**src/rtl/deser_pkg.sv**
```systemverilog
package deser_pkg;
  localparam int MAX_W = 16;
  localparam int CNT_W = $clog2(MAX_W + 1);

  typedef enum logic [1:0] {
    RAT_16 = 2'b00,
    RAT_10 = 2'b01,
    RAT_8  = 2'b10,
    RAT_4  = 2'b11
  } ratio_e;

  // Word width for a ratio code
  function automatic logic [CNT_W-1:0] ratio_width(input logic [1:0] r);
    case (ratio_e'(r))
      RAT_16:  return CNT_W'(16);
      RAT_10:  return CNT_W'(10);
      RAT_8:   return CNT_W'(8);
      default: return CNT_W'(4);
    endcase
  endfunction

  // Ones in the low W bits
  function automatic logic [MAX_W-1:0] width_mask(input logic [1:0] r);
    logic [MAX_W:0] m;
    m = ({{MAX_W{1'b0}}, 1'b1} << ratio_width(r)) - {{MAX_W{1'b0}}, 1'b1};
    return m[MAX_W-1:0];
  endfunction

  // Bit that makes the total count of ones even
  function automatic logic even_par(input logic [MAX_W-1:0] d);
    return ^d;
  endfunction
endpackage

```
**src/rtl/deser_ratio_ctl.sv**
```systemverilog
module deser_ratio_ctl
  import deser_pkg::*;
(
  input  logic       clk,
  input  logic       rst_n,
  input  logic [1:0] ratio_sel,
  output logic [1:0] ratio_q,
  output logic       ratio_chg,
  output logic       last_bit,
  output logic       skip_word
);
  logic [CNT_W-1:0] cnt;

  assign ratio_chg = (ratio_sel != ratio_q);
  assign last_bit  = !ratio_chg && (cnt == ratio_width(ratio_q) - CNT_W'(1));

  always_ff @(posedge clk) begin
    if (!rst_n) begin
      ratio_q   <= ratio_sel;
      cnt       <= '0;
      skip_word <= 1'b0;
    end else if (ratio_chg) begin
      ratio_q   <= ratio_sel;
      cnt       <= '0;
      skip_word <= 1'b1;
    end else if (last_bit) begin
      cnt       <= '0;
      skip_word <= 1'b0;
    end else begin
      cnt       <= cnt + CNT_W'(1);
    end
  end
endmodule

```
**src/rtl/deser_assemble.sv**
```systemverilog
module deser_assemble
  import deser_pkg::*;
(
  input  logic             clk,
  input  logic             rst_n,
  input  logic             ser_in,
  input  logic             clear,
  input  logic             emit,
  input  logic [MAX_W-1:0] mask,
  output logic [MAX_W-1:0] shift_nxt,
  output logic [MAX_W-1:0] word_q,
  output logic             vld_q,
  output logic             par_q
);
  logic [MAX_W-1:0] shreg;

  assign shift_nxt = {shreg[MAX_W-2:0], ser_in};

  always_ff @(posedge clk) begin
    if (!rst_n) begin
      shreg  <= '0;
      word_q <= '0;
      vld_q  <= 1'b0;
      par_q  <= 1'b0;
    end else begin
      shreg <= clear ? '0 : shift_nxt;
      vld_q <= emit;
      if (emit) begin
        word_q <= shift_nxt & mask;
        par_q  <= even_par(shift_nxt & mask);
      end
    end
  end
endmodule

```
**src/rtl/deser_hdr_match.sv**
```systemverilog
module deser_hdr_match
  import deser_pkg::*;
(
  input  logic             clk,
  input  logic             rst_n,
  input  logic             clear,
  input  logic             last_bit,
  input  logic             emit,
  input  logic [MAX_W-1:0] window,
  input  logic [MAX_W-1:0] hdr_pat,
  input  logic [MAX_W-1:0] mask,
  input  logic [CNT_W-1:0] width,
  output logic             match_now,
  output logic             frame_q
);
  logic [CNT_W-1:0] fill;
  logic             hit_acc;

  assign match_now = !clear && (fill >= width - CNT_W'(1)) &&
                     (((window ^ hdr_pat) & mask) == '0);

  always_ff @(posedge clk) begin
    if (!rst_n) begin
      fill    <= '0;
      hit_acc <= 1'b0;
      frame_q <= 1'b0;
    end else begin
      if (clear)
        fill <= '0;
      else if (fill < CNT_W'(MAX_W))
        fill <= fill + CNT_W'(1);
      if (clear || last_bit)
        hit_acc <= 1'b0;
      else
        hit_acc <= hit_acc | match_now;
      frame_q <= emit && (hit_acc || match_now);
    end
  end
endmodule

```
**src/rtl/deser_top.sv**
```systemverilog
module deser_top
  import deser_pkg::*;
(
  input  logic        clk,
  input  logic        rst_n,
  input  logic        ser_in,
  input  logic [1:0]  ratio_sel,
  input  logic [15:0] hdr_pat,
  output logic [15:0] par_word,
  output logic        word_en,
  output logic        par_bit,
  output logic        frame_pulse
);
  logic [1:0]       cur_ratio;
  logic             ratio_chg;
  logic             last_bit;
  logic             skip_word;
  logic             emit;
  logic             match_now;
  logic [MAX_W-1:0] cur_mask;
  logic [MAX_W-1:0] shift_nxt;
  logic [CNT_W-1:0] cur_width;

  assign cur_mask  = width_mask(cur_ratio);
  assign cur_width = ratio_width(cur_ratio);
  assign emit      = last_bit && !skip_word;

  deser_ratio_ctl u_ctl (
    .clk       (clk),
    .rst_n     (rst_n),
    .ratio_sel (ratio_sel),
    .ratio_q   (cur_ratio),
    .ratio_chg (ratio_chg),
    .last_bit  (last_bit),
    .skip_word (skip_word)
  );

  deser_assemble u_asm (
    .clk       (clk),
    .rst_n     (rst_n),
    .ser_in    (ser_in),
    .clear     (ratio_chg),
    .emit      (emit),
    .mask      (cur_mask),
    .shift_nxt (shift_nxt),
    .word_q    (par_word),
    .vld_q     (word_en),
    .par_q     (par_bit)
  );

  deser_hdr_match u_hdr (
    .clk       (clk),
    .rst_n     (rst_n),
    .clear     (ratio_chg),
    .last_bit  (last_bit),
    .emit      (emit),
    .window    (shift_nxt),
    .hdr_pat   (hdr_pat),
    .mask      (cur_mask),
    .width     (cur_width),
    .match_now (match_now),
    .frame_q   (frame_pulse)
  );
endmodule

```
**config.mk**
```make
export PLATFORM = sky130hd
export DESIGN_NAME = deser_top
export DESIGN_NICKNAME = d
export VERILOG_FILES = /design/src/rtl/deser_pkg.sv /design/src/rtl/deser_ratio_ctl.sv /design/src/rtl/deser_assemble.sv /design/src/rtl/deser_hdr_match.sv /design/src/rtl/deser_top.sv
export SDC_FILE = /design/constraint.sdc
export NUM_CORES = 1
export LEC_CHECK = 0
export BUFFER_PORTS_ARGS = -buffer_cell sky130_fd_sc_hd__buf_2
export CAP_MARGIN = 30
export CORE_UTILIZATION = 40
export DETAILED_ROUTE_END_ITERATION = 12
export PLACE_DENSITY = 0.56
export SYNTH_ARGS = -nofsm -noshare
export SYNTH_HDL_FRONTEND = slang
export SYNTH_SLANG_ARGS = --single-unit
```
**constraint.sdc**
```tcl
create_clock -name clk -period 6.1 [get_ports clk]
set_input_delay 1.22 -clock clk [delete_from_list [all_inputs] [get_ports clk]]
set_output_delay 1.22 -clock clk [all_outputs]
set_load 0.01 [all_outputs]
```
## Yosys cells after proc, flatten, opt, wreduce, memory -nomap -nowiden

Cells that the tools add are included.

| cells by class | value |
|---|---|
| add/sub/neg operators | 4 |
| order comparisons | 2 |
| equality and inequality tests | 5 |
| shift operators | 1 |
| mux-type cells | 5 |
| bitwise operators | 5 |
| reduce and logical (&&, ||, !) cells | 16 |

Operators by type and width:

| operator | count |
|---|---|
| 16-bit bitwise AND | 2 |
| 16-bit logical NOT | 1 |
| 16-bit XOR reduction | 1 |
| 1-bit by 5-bit left shift with 16-bit output, first input constant | 1 |
| 16-bit by 1-bit subtractor with 16-bit output, second input constant | 1 |
| 16-bit bitwise XOR | 1 |
| 5-bit one-hot mux with 3 select lines | 1 |
| 5-bit by 1-bit adder with 5-bit output, second input constant | 2 |
| 5-bit == test | 1 |
| 5-bit greater-or-equal comparator | 1 |
| 1-bit logical AND | 5 |
| 5-bit < comparator, second input constant | 1 |
| 5-bit by 1-bit subtractor with 5-bit output, second input constant | 1 |
| 2-bit 2-to-1 mux | 2 |
| 2-bit OR reduction | 2 |
| 3-bit OR reduction | 1 |
| 2-bit by 1-bit == test with 1-bit output, second input constant | 1 |
| 2-bit == test, second input constant | 1 |
| 1-bit logical NOT | 2 |
| 2-bit logical NOT | 1 |
| 1-bit logical OR | 2 |
| 1-bit 2-to-1 mux | 2 |
| 2-bit by 1-bit != test with 1-bit output, second input constant | 1 |
| 2-bit != test | 1 |
| 3 further kinds | 3 |

| word-level totals | value |
|---|---|
| bits in registers | 48 |
| output and inout bits | 19 |

## Logic depth before layout (Yosys ltp)

Gate-level depths: netlist (run 1).

| depth | value |
|---|---|
| depth in word-level cells | 9 |
| gate-level depth with buffers | 9 |
| depth with buffers taken out | 9 |

## Cells and area by module

A second synthesis (run 1) with hierarchy kept.

| second synthesis, totals | value |
|---|---|
| cell total of the unflattened synthesis | 267 |
| area total of the unflattened synthesis | 2,526.2 um^2 |

By module, submodules not included:

| module | instances | cells each | area each (um^2) |
|---|---|---|---|
| deser_assemble | 1 | 138 | 1,317.5 |
| deser_hdr_match | 1 | 72 | 643.1 |
| deser_ratio_ctl | 1 | 36 | 386.6 |
| deser_top | 1 | 21 | 178.9 |

## Worst setup path before layout (run 1)

Ideal clock, no wire load.

| timing path | value |
|---|---|
| path type | input to register |
| start | input port ratio_sel[1] |
| end | register u_ctl.ratio_q[0], enable pin |
| arrival time | 2,062 ps |
| required time | 5,805 ps |
| path slack | 3,744 ps |
| stages | 3 |
| path buffers | 0 |
| cells stage by stage | xor2_1 -> nor3_1 -> inv_1 |

| on the way | value |
|---|---|
| word-level cells in the longest chain between the ends | 2 |

RTL lines:

| item | RTL line | source |
|---|---|---|
| start: declaration | deser_top.sv:7 | `input logic [1:0] ratio_sel,` |
| 2-bit != test | deser_ratio_ctl.sv:14 | `assign ratio_chg = (ratio_sel != ratio_q);` |
| 2-bit by 1-bit != test with 1-bit output (no source line) | n/a |  |
| end signal: assignment | deser_ratio_ctl.sv:19 | `ratio_q <= ratio_sel;` |
| end signal: assignment | deser_ratio_ctl.sv:23 | `ratio_q <= ratio_sel;` |
| end: declaration | deser_ratio_ctl.sv:7 | `output logic [1:0] ratio_q,` |

No other way between the ends.
A chain may end at the register's enable or synchronous reset.

## Final worst setup path (run 1)

| timing path | value |
|---|---|
| start | register u_ctl.ratio_q[0] |
| end | register u_asm.par_q |

| on the way | value |
|---|---|
| word-level cells in the longest chain between the ends | 6 |
| elaborated cells between the ends (all ways) | 14 |

RTL lines:

| item | RTL line | source |
|---|---|---|
| 2-bit == test, or another cell as far along | deser_pkg.sv:14 | `case (ratio_e'(r))` |
| 5-bit one-hot mux with 3 select lines | deser_pkg.sv:14 |  |
| 1-bit by 5-bit left shift with 16-bit output or 5-bit by 1-bit subtractor with 5-bit output (tied branches) | deser_pkg.sv:25, deser_ratio_ctl.sv:15 |  |
| 16-bit by 1-bit subtractor with 16-bit output or 5-bit == test (tied branches) | deser_pkg.sv:25, deser_ratio_ctl.sv:15 |  |
| 16-bit bitwise AND or 1-bit logical AND (tied branches) | deser_assemble.sv:30, deser_ratio_ctl.sv:15 |  |
| 16-bit XOR reduction or 1-bit logical AND (tied branches) | deser_pkg.sv:31, deser_top.sv:26 |  |
| end signal: assignment | deser_assemble.sv:30 | `par_q <= even_par(shift_nxt & mask);` |
| end: declaration | deser_assemble.sv:13 | `output logic par_q` |

Several ways; a longest one is shown, not always the timed one.

==> qor.txt, run 1 <==
status -> finished, final reports clean
startpoint types -> flop
DR pass1 iterations -> 2
Clock Path Buffers -> 2
r2r worst-path depth -> 7
mux cell area share after synthesis -> 0.004348
compound-cell area share of the yosys netlist -> 0.09348
worst min path class -> flop to flop
die area -> 6063 um^2
# rows -> 27
Async S/R FF share, synth -> 0
fmax -> 0.3435 GHz
Max VDD drop -> 112.7 uV
vias per cell -> 4.802
Leakage -> 0.001110 uW
unrepaired setup endpoints after global routing -> no
crit path DAT -> 3.13 ns
Routed Antenna Nets -> 0
port bufs -> 39
GP Congestion -> 0.7196
R2R Setup Slk -> 3.19 ns
Via Count -> 1671
final setup fails -> 0
Worst-path clk slew -> 0.08 ns
# diodes -> 0
layout cells sized above 1 -> 0.1920
syn_nets -> 272
crit path kind -> flop to flop
DR WL/cell -> 12.70 um
Synth Warn # -> 0
final core utilization -> 0.4724
DRC errors left -> 0
Die Wd -> 77.87 um
Fin. Hold Viols -> 0
Synth Area in XOR/XNOR -> 0.1658
Final Slew Violations -> 0
Setup TNS -> 0 ns
Power Dens Cells -> 214.2 nW/um^2
clock root buffer master -> clkbuf_8
Slew HR -> 0.2968
Post-CTS Setup Repair Bufs -> 0
hold path cells -> 2
largest net degree at the start of global routing -> 21
global route overflow -> 0
Synth Instances -> 237
starting density of the core -> 0.4155
WP data required -> 6.32 ns
CTS tree -> done
simple-gate area share of the yosys netlist -> 0.2016
library cells used by synthesis -> 40
Hold Path End -> u_asm.word_q[5]
Seq cells post-synth -> 48
Post-synth EDFFs -> 2
Post-Syn Area per Cell -> 9.714 um^2
Max FO, Critical Path -> 18
initial antenna violation count -> 0
sequential area share after synthesis -> 0.4261
core area -> 5540 um^2
Critical Path Sink Type -> flop
crit path time final -> 2.911 ns
Sink Count -> 48
CTS buffer count -> 5
adder-cell area share of the yosys netlist -> 0.07609
num ports -> 40
vias in the first global route -> 1663
Slew @ Worst Pin -> 1.047 ns
largest family of logic cells by synthesized area -> simple AND/OR/NAND/NOR gates
Max-cap violations -> 0
Tcrit/Tclk final -> 0.4773
CTS Hold Bufs -> 0
reg2reg start -> u_ctl.ratio_q[0]
reg2reg end -> u_asm.par_q
Area Overhead vs Synth -> 13.70%
post-cts resize count -> 0
1st-iter DRT viols -> 43
GRT Overall Usage -> 0.1684
depth of the CTS H-tree -> 2
Final HPWL DP -> 3.173 mm
fin nets -> 311
first-pass GRT wire length -> 7.845 mm
Post-Route Skew -> 0.01289 ns
Worst Min Path Start -> u_asm.word_q[5]
ys flop type -> dfxtp_1
Chip Height -> 77.87 um
Post-Route WL -> 4.419 mm
Skew-Pair Late Insertion Delay -> 0.30 ns
Syn Std Cell Area -> 2302 um^2
## layout by cell type (no fill, tap or decap), drive strengths merged, types with 11 or more instances in the layout
cell type / n
and2: 16
nor2: 15
dfxtp: 46
ha: 14
buf: 39
xnor2: 25
a21oi: 18
nand2: 25
nand3: 11
xor2: 16
## sequential cells by signal, indices dropped and copies added, names as in the netlist
| register | cells |
|---|---|
| u_asm.par_q | 1 |
| u_asm.shreg | 15 |
| u_asm.vld_q | 1 |
| u_asm.word_q | 16 |
| u_ctl.cnt | 5 |
| u_ctl.ratio_q | 2 |
| u_ctl.skip_word | 1 |
| u_hdr.fill | 5 |
| u_hdr.frame_q | 1 |
| u_hdr.hit_acc | 1 |
## where the power goes
group          switching, uW  internal, uW  leakage (uW)
combinational           32.5          24.6      0.000677
clock                    100          78.1     0.0000410
sequential              5.90           319      0.000392
total                    139           422       0.00111
## worst max path at each step
stage / startpoint / end / slack (ns) / cells past startpoint
after floorplan: ratio_sel[1] / u_ctl.ratio_q[0] / 3.74 / 3
after global placement: rst_n / u_ctl.ratio_q[0] / 3.07 / 4
after detailed placement: rst_n / u_ctl.ratio_q[0] / 2.94 / 4
after CTS: u_ctl.ratio_q[0] / u_asm.par_q / 3.20 / 7
after global routing: u_ctl.ratio_q[0] / u_asm.par_q / 3.01 / 7
final: u_ctl.ratio_q[0] / u_asm.par_q / 3.19 / 7
## metal layers
metal  track usage  vias up  wire length, um
li1              -      872                -
met1        0.2188      763             2202
met2        0.2681       28             1990
met3       0.03882        8              143
met4       0.06792        0               82
met5             0        -                0
## cell type report
type                            count  area [um^2]
Clock inverter                      1        5.005
Multi-Input combinational cell    177         1255
Fill cell                         561         2923
Sequential cell                    48        980.9
Timing Repair Buffer               39        195.2
Tap cell                           72        90.09
Clock buffer                        6        72.57
Inverter                            5        18.77
## synthesized netlist by cell type, types with 3 or more instances
cell	count	area share
a21o_1	4	0.013
a21oi_1	18	0.039
and2_1	16	0.043
clkbuf_1	3	0.0049
dfxtp_1	46	0.40
ha_1	14	0.076
inv_1	5	0.0082
nand2_1	25	0.041
nand3_1	11	0.024
nand3b_1	5	0.016
nand4_1	3	0.0082
nor2_1	15	0.024
nor3_1	3	0.0065
xnor2_1	25	0.095
xor2_1	16	0.061
## logic make-up (layout without fill, tap and decap cells)
| group | after synthesis | count (layout) |
|---|---|---|
| multiplexers | 1 | 1 |
| adder cells (fa/ha/maj) | 14 | 14 |
| flip-flops | 48 | 48 |
| AO/OA/AOI/OAI | 32 | 32 |
| AND/OR/NAND/NOR | 87 | 87 |
| XOR/XNOR | 42 | 42 |
| other | 1 | 1 |
| buffers and inverters | 12 | 51 |
## through the flow
step           area (um^2)  total power (uW)  worst slack [ns]  hold WS [ns]  std cells
2_1_floorplan         2302             372.1             3.744        0.4258        237
3_3_place_gp          2540             389.6             3.069        0.4388        341
3_5_place_dp          2540             390.6             2.939        0.4437        341
4_1_cts               2618             569.6             3.196        0.4562        348
5_1_grt               2618             589.7             3.007        0.4822        348
6_report              2618             560.6             3.189        0.4504        348
## critical path, cell delays in order (launching register included)
cell,delay [ns]
edfxtp_1,0.55
inv_1,0.20
ha_1,0.50
and3_4,0.32
o21ai_4,0.08
nor4_4,0.79
nand4_1,0.17
o221ai_1,0.21
Note: power is estimated with default switching activity, not from simulation.
==> run 2, diff against run 1 <==
Settings changed: ABC_AREA set to 1, PLACE_DENSITY 0.56 to 0.58.
Clock period 6.1 ns to 2.37 ns, I/O delays scaled along.
==> qor.txt, run 2 <==
Setup TNS -> 0 ns (unchanged)
Post-Route Skew -> 0.005144 ns (-0.007747 ns)
CP top delay family -> adder cells
Sink Count -> 48 (unchanged)
Skew-Pair Late Insertion Delay -> 0.30 ns (about the same)
fmax -> 0.4901 GHz (+43%)
Seq cells post-synth -> 48 (unchanged)
Max-cap violations -> 0 (unchanged)
largest net degree at the start of global routing -> 18 (-14%)
Max FO, Critical Path -> 4 (-14)
Worst Path Buf+Inv -> 2 (+1)
DR pass1 iterations -> 4 (+2)
CTS Hold Bufs -> 0 (unchanged)
routed wl met3 -> 232 um (+62%)
FILL cells -> 628 (+12%)
WP data required -> 2.60 ns (-3.72 ns)
Via Count -> 2221 (+33%)
WL met2 -> 2.402 mm (+21%)
Post-synth top cells -> nand2_1, dfxtp_1, inv_1
Met1 Routed Length -> 2.651 mm (+20%)
final setup fails -> 0 (unchanged)
port bufs -> 39 (unchanged)
1st-iter DRT viols -> 94 (+120%)
final core utilization -> 0.4890 (+0.01655)
CTS tree -> done
Post-synth EDFFs -> 2 (unchanged)
CTS buffer count -> 5 (unchanged)
Critical Path Sink Type -> flop
library cells used by synthesis -> 30 (-25%)
CP max stage cell -> edfxtp_1
Tcrit/Tclk final -> 0.8609 (+0.3836)
crit path time final -> 2.040 ns (-0.8711 ns)
largest register by flop count -> u_asm.word_q
DRC errors left -> 0 (unchanged)
CP peak stage delay -> 0.39 ns (-0.40 ns)
Final HPWL DP -> 4.065 mm (+28%)
top routing layer in use -> met4
layout cells sized above 1 -> 0.1482 (-0.04379)
syn_nets -> 389 (+43%)
crit path capture -> u_hdr.frame_q
count leader, synth -> nand2_1
Slew HR -> 0.6571 (+0.3603)
crit path kind -> flop to flop
clock root buffer master -> clkbuf_8
Chip Height -> 81.63 um (+4.8%)
Synth Warn # -> 0 (unchanged)
Final Slew Violations -> 0 (unchanged)
Clock Path Buffers -> 2 (unchanged)
Cell Chain, Critical Path -> inv_1, ha_1, xor2_1, inv_1, ha_1, nand2_1, o21ai_0, nor2_1, nor2_1, nand3_1, a21oi_1
Synth area leader -> dfxtp_1
R2R Setup Slk -> 0.33 ns (-2.86 ns)
Fin. Hold Viols -> 0 (unchanged)
depth of the CTS H-tree -> 2 (unchanged)
Syn Std Cell Area -> 2536 um^2 (+10%)
Die Wd -> 81.63 um (+4.8%)
initial antenna violation count -> 0 (unchanged)
DR WL/cell -> 11.31 um (-11%)
Power Dens Cells -> 566.3 nW/um^2 (+160%)
global route overflow -> 0 (unchanged)
vias in the first global route -> 2024 (+22%)
# rows -> 28 (+3.7%)
Post-Route WL -> 5.348 mm (+21%)
commonest non-fill, non-tap cell in the layout -> nand2_1
GRT Overall Usage -> 0.1808 (+0.01237)
Worst-path clk slew -> 0.09 ns (about the same)
num ports -> 40 (unchanged)
ys flop type -> dfxtp_1
top cell type's share of synthesized area -> 0.3631 (-0.03690)
first-pass GRT wire length -> 9.170 mm (+17%)
fin nets -> 433 (+39%)
Post-CTS Setup Repair Bufs -> 0 (unchanged)
r2r worst-path depth -> 11 (+4)
max reg flops -> 16 (unchanged)
most frequent cells in the layout -> nand2_1, dfxtp_1, inv_1
Routed Antenna Nets -> 0 (unchanged)
GP Congestion -> 0.8234 (+14%)
die area -> 6663 um^2 (+9.9%)
reg2reg start -> u_ctl.ratio_q[0]
Leakage -> 0.001324 uW (+19%)
worst min path class -> primary input to flop
core area -> 6026 um^2 (+8.8%)
Area Overhead vs Synth -> 16.18%
Synth Instances -> 354 (+49%)
post-cts resize count -> 0 (unchanged)
vias per cell -> 4.696 (-2.2%)
Max VDD drop -> 289.0 uV (+160%)
status -> finished, final reports clean
Async S/R FF share, synth -> 0 (unchanged)
number of gates on the worst path with buffers counted -> 11 (+4)
largest registers -> u_asm.word_q (16), u_asm.shreg (15)
Slew @ Worst Pin -> 0.5112 ns (-0.5357 ns)
startpoint types -> flop
fin cells -> 473 (+36%)
Post-Syn Area per Cell -> 7.164 um^2 (-26%)
starting density of the core -> 0.4209 (+0.005351)
unrepaired setup endpoints after global routing -> no
crit path DAT -> 2.27 ns (-0.86 ns)
reg2reg end -> u_hdr.frame_q
Area contributors post-synth -> dfxtp_1, nand2_1, ha_1
# diodes -> 0 (unchanged)
sequential area share after synthesis -> 0.3868 (-0.03931)
worst setup path startpoint -> u_ctl.ratio_q[0]
Inst Count DP -> 466 (+37%)
==> run 2: changes by cell type in the layout (fill, tap and decap cells not counted), sizes merged, moves of 10 or more <==
cell / previous run / this run
and2: 16 / 1
nand3: 11 / 29
inv: 5 / 41
xor2: 16 / 4
a21oi: 18 / 28
nor2: 15 / 43
nand2: 25 / 105
==> run 2: power breakdown <==
part           total [uW]  switching (uW)  internal, uW
registers             831            9.94           821
logic                 186             115          71.1
clock network         651             278           373
==> run 2: how the worst min path moves through the flow <==
| stage | startpoint | slack, ns | end | cells past startpoint |
|---|---|---|---|---|
| after detailed placement | u_asm.word_q[14] | 0.45 | u_asm.word_q[14] | 2 |
| after global routing | ratio_sel[1] | 0.36 | u_ctl.ratio_q[1] | 1 |
| after floorplan | u_ctl.cnt[0] | 0.43 | u_ctl.cnt[0] | 1 |
| final | ratio_sel[1] | 0.37 | u_ctl.ratio_q[1] | 1 |
| after global placement | u_hdr.hit_acc | 0.45 | u_hdr.frame_q | 2 |
| after CTS | ratio_sel[1] | 0.37 | u_ctl.ratio_q[1] | 1 |
==> run 2: per-stage QoR <==
stage | hold WS [ns] | worst slack, ns | power [uW] | instance area [um^2]
final | 0.3718 | 0.3297 | 1669 | 2947
after global routing | 0.3621 | 0.1067 | 1741 | 2947
after CTS | 0.3665 | 0.3183 | 1683 | 2947
after detailed placement | 0.4517 | 0.3592 | 1037 | 2823
after global placement | 0.4505 | 0.4364 | 1034 | 2823
after floorplan | 0.4301 | 0.3668 | 976.2 | 2536
==> run 2: final cells by class <==
| class | count | area, um^2 | share of cell area |
|---|---|---|---|
| Clock buffer | 6 | 93.84 | 0.03185 |
| Clock inverter | 1 | 30.03 | 0.01019 |
| Inverter | 42 | 157.7 | 0.05350 |
| Multi-Input combinational cell | 257 | 1358 | 0.4607 |
| Sequential cell | 48 | 980.9 | 0.3329 |
| Tap cell | 75 | 93.84 | 0.03185 |
| Timing Repair Buffer | 44 | 232.7 | 0.07898 |
==> run 2: metal layers <==
layer / vias up / GRT usage
met5: - / 0
met4: 0 / 0.05088
met3: 8 / 0.03444
met2: 40 / 0.2933
met1: 986 / 0.2435
li1: 1187 / -
==> run 2: logic make-up (layout without fill, tap and decap cells) <==
group	count (synthesis)	in the layout	synth area share
other	1	1	0.001479
DFF	48	48	0.3868
and+or+nand+nor	185	185	0.3157
buffers and inverters	49	93	0.07795
adders and majority gates	14	14	0.06907
xor gates and xnor gates	23	23	0.07943
AOI/OAI and AO/OA	34	34	0.06956
==> run 3, diff against run 2 <==
Settings changed: CORE_UTILIZATION 40 to 51, PLACE_DENSITY 0.58 to 0.72.
==> qor.txt, run 3 (synthesis gave the netlist of run 2 again) <==
Max VDD drop -> 433.0 uV (+50%)
crit path kind -> flop to flop
worst min path class -> primary input to flop
Final HPWL DP -> 3.790 mm (-6.8%)
crit path time final -> 2.094 ns (+0.05333 ns)
1st-iter DRT viols -> 125 (+33%)
Max-cap violations -> 0 (unchanged)
Power Dens Cells -> 509.4 nW/um^2 (-10%)
WP data required -> 2.60 ns (about the same)
Sink Count -> 48 (unchanged)
CTS Hold Bufs -> 0 (unchanged)
CP peak stage delay -> 0.43 ns (+0.04 ns)
DR WL/cell -> 10.49 um (-7.2%)
crit path DAT -> 2.32 ns (+0.05 ns)
vias in the first global route -> 2057 (+1.6%)
most frequent cells in the layout -> nand2_1, dfxtp_1, inv_1
Critical Path Sink Type -> flop
CP max stage cell -> edfxtp_1
depth of the CTS H-tree -> 2 (unchanged)
Worst-path clk slew -> 0.08 ns (about the same)
DRC errors left -> 0 (unchanged)
Post-Route WL -> 4.880 mm (-8.8%)
commonest non-fill, non-tap cell in the layout -> nand2_1
post-layout worst setup margin -> 0.2764 ns (-0.05333 ns)
fin cells -> 465 (-1.7%)
status -> finished, final reports clean
initial antenna violation count -> 0 (unchanged)
Inst Count DP -> 456 (-2.1%)
clock root buffer master -> clkbuf_8
Cell Chain, Critical Path -> inv_1, ha_1, xor2_1, inv_1, ha_1, nand2_1, nor3_1, nor2_1, nor2_1, nand3_1, a21oi_1
max reg flops -> 16 (unchanged)
Final Cell Area -> 2890 um^2 (-1.9%)
DP Worst Slack -> 0.2281 ns (-0.1311 ns)
routed wl met3 -> 174 um (-25%)
Met1 Routed Length -> 2.294 mm (-13%)
starting density of the core -> 0.5334 (+0.1125)
port bufs -> 39 (unchanged)
post-cts resize count -> 0 (unchanged)
DR pass1 iterations -> 5 (+1)
FILL cells -> 487 (-22%)
layout cells sized above 1 -> 0.1457 (-0.002513)
num ports -> 40 (unchanged)
Area Overhead vs Synth -> 13.96%
GRT Overall Usage -> 0.2073 (+0.02655)
Tcrit/Tclk final -> 0.8834 (+0.02250)
unrepaired setup endpoints after global routing -> no
Max FO, Critical Path -> 3 (-1)
top routing layer in use -> met4
Setup TNS -> 0 ns (unchanged)
# diodes -> 0 (unchanged)
global route overflow -> 0 (unchanged)
die area -> 5259 um^2 (-21%)
GP Congestion -> 0.8414 (+2.2%)
Leakage -> 0.001303 uW (-1.6%)
CTS tree -> done
startpoint types -> flop
Final Slew Violations -> 0 (unchanged)
Skew-Pair Late Insertion Delay -> 0.30 ns (about the same)
fin nets -> 433 (unchanged)
Post-CTS Setup Repair Bufs -> 0 (unchanged)
core area -> 4755 um^2 (-21%)
worst hold margin -> 0.3842 ns (+0.01248 ns)
largest register by flop count -> u_asm.word_q
vias per cell -> 4.791 (+2.0%)
CTS buffer count -> 5 (unchanged)
largest net degree at the start of global routing -> 18 (unchanged)
fmax -> 0.4776 GHz (-2.5%)
Die Wd -> 72.52 um (-11%)
Clock Path Buffers -> 2 (unchanged)
Via Count -> 2228 (+0.32%)
Post-Route Skew -> 0.008234 ns (+0.003090 ns)
largest registers -> u_asm.word_q (16), u_asm.shreg (15)
Routed Antenna Nets -> 0 (unchanged)
Fin. Hold Viols -> 0 (unchanged)
# rows -> 25 (-11%)
first-pass GRT wire length -> 8.507 mm (-7.2%)
WL met2 -> 2.357 mm (-1.9%)
R2R Setup Slk -> 0.28 ns (-0.05 ns)
Chip Height -> 72.52 um (-11%)
final setup fails -> 0 (unchanged)
placed instance area -> 2798 um^2 (-0.89%)
-- run 3: cell count changes in the layout (fill, tap and decap cells not counted), sizes merged --
cell / delta
bufinv: -1
clkinv: +1
-- run 3: final cells by class --
class                           instances  area (um^2)  area share
Clock buffer                            6        72.57     0.02511
Multi-Input combinational cell        257         1358      0.4697
Clock inverter                          1        5.005    0.001732
Tap cell                               67        83.83     0.02900
Sequential cell                        48        980.9      0.3394
Timing Repair Buffer                   44        232.7     0.08052
Inverter                               42        157.7     0.05455
-- run 3: metrics by stage --
stage          power (uW)  utilization
6_report             1472       0.6079
5_1_grt              1549       0.6079
4_1_cts              1486       0.6047
3_5_place_dp         1030       0.5884
3_3_place_gp         1027       0.5884
2_1_floorplan       976.2            -
-- run 3: power by group --
group          internal [uW]  switching (uW)
registers                821            10.2
clock network            201             257
logic                   72.1             110
-- run 3: metal layers --
| metal | track usage | vias to the layer above |
|---|---|---|
| li1 | - | 1194 |
| met1 | 0.2537 | 993 |
| met2 | 0.3645 | 35 |
| met3 | 0.04861 | 6 |
| met4 | 0.05447 | 0 |
| met5 | 0 | - |
-- run 3: path summary, 6_finish.rpt --
path                    start          endpoint  cells past startpoint
max reg2reg  u_ctl.ratio_q[1]     u_hdr.hit_acc                     11
min reg2reg   u_asm.word_q[1]   u_asm.word_q[1]                      2
max          u_ctl.ratio_q[1]     u_hdr.hit_acc                     11
min              ratio_sel[1]  u_ctl.ratio_q[1]                      1
-- run 3: critical path: cells and delay by family, from the launching register on --
family	cells	cell delay, ns
compound gates	1	0.15
xor+xnor	1	0.21
fa+ha+maj	2	0.54
buf+inv	2	0.22
flops	1	0.43
simple gates	5	0.49
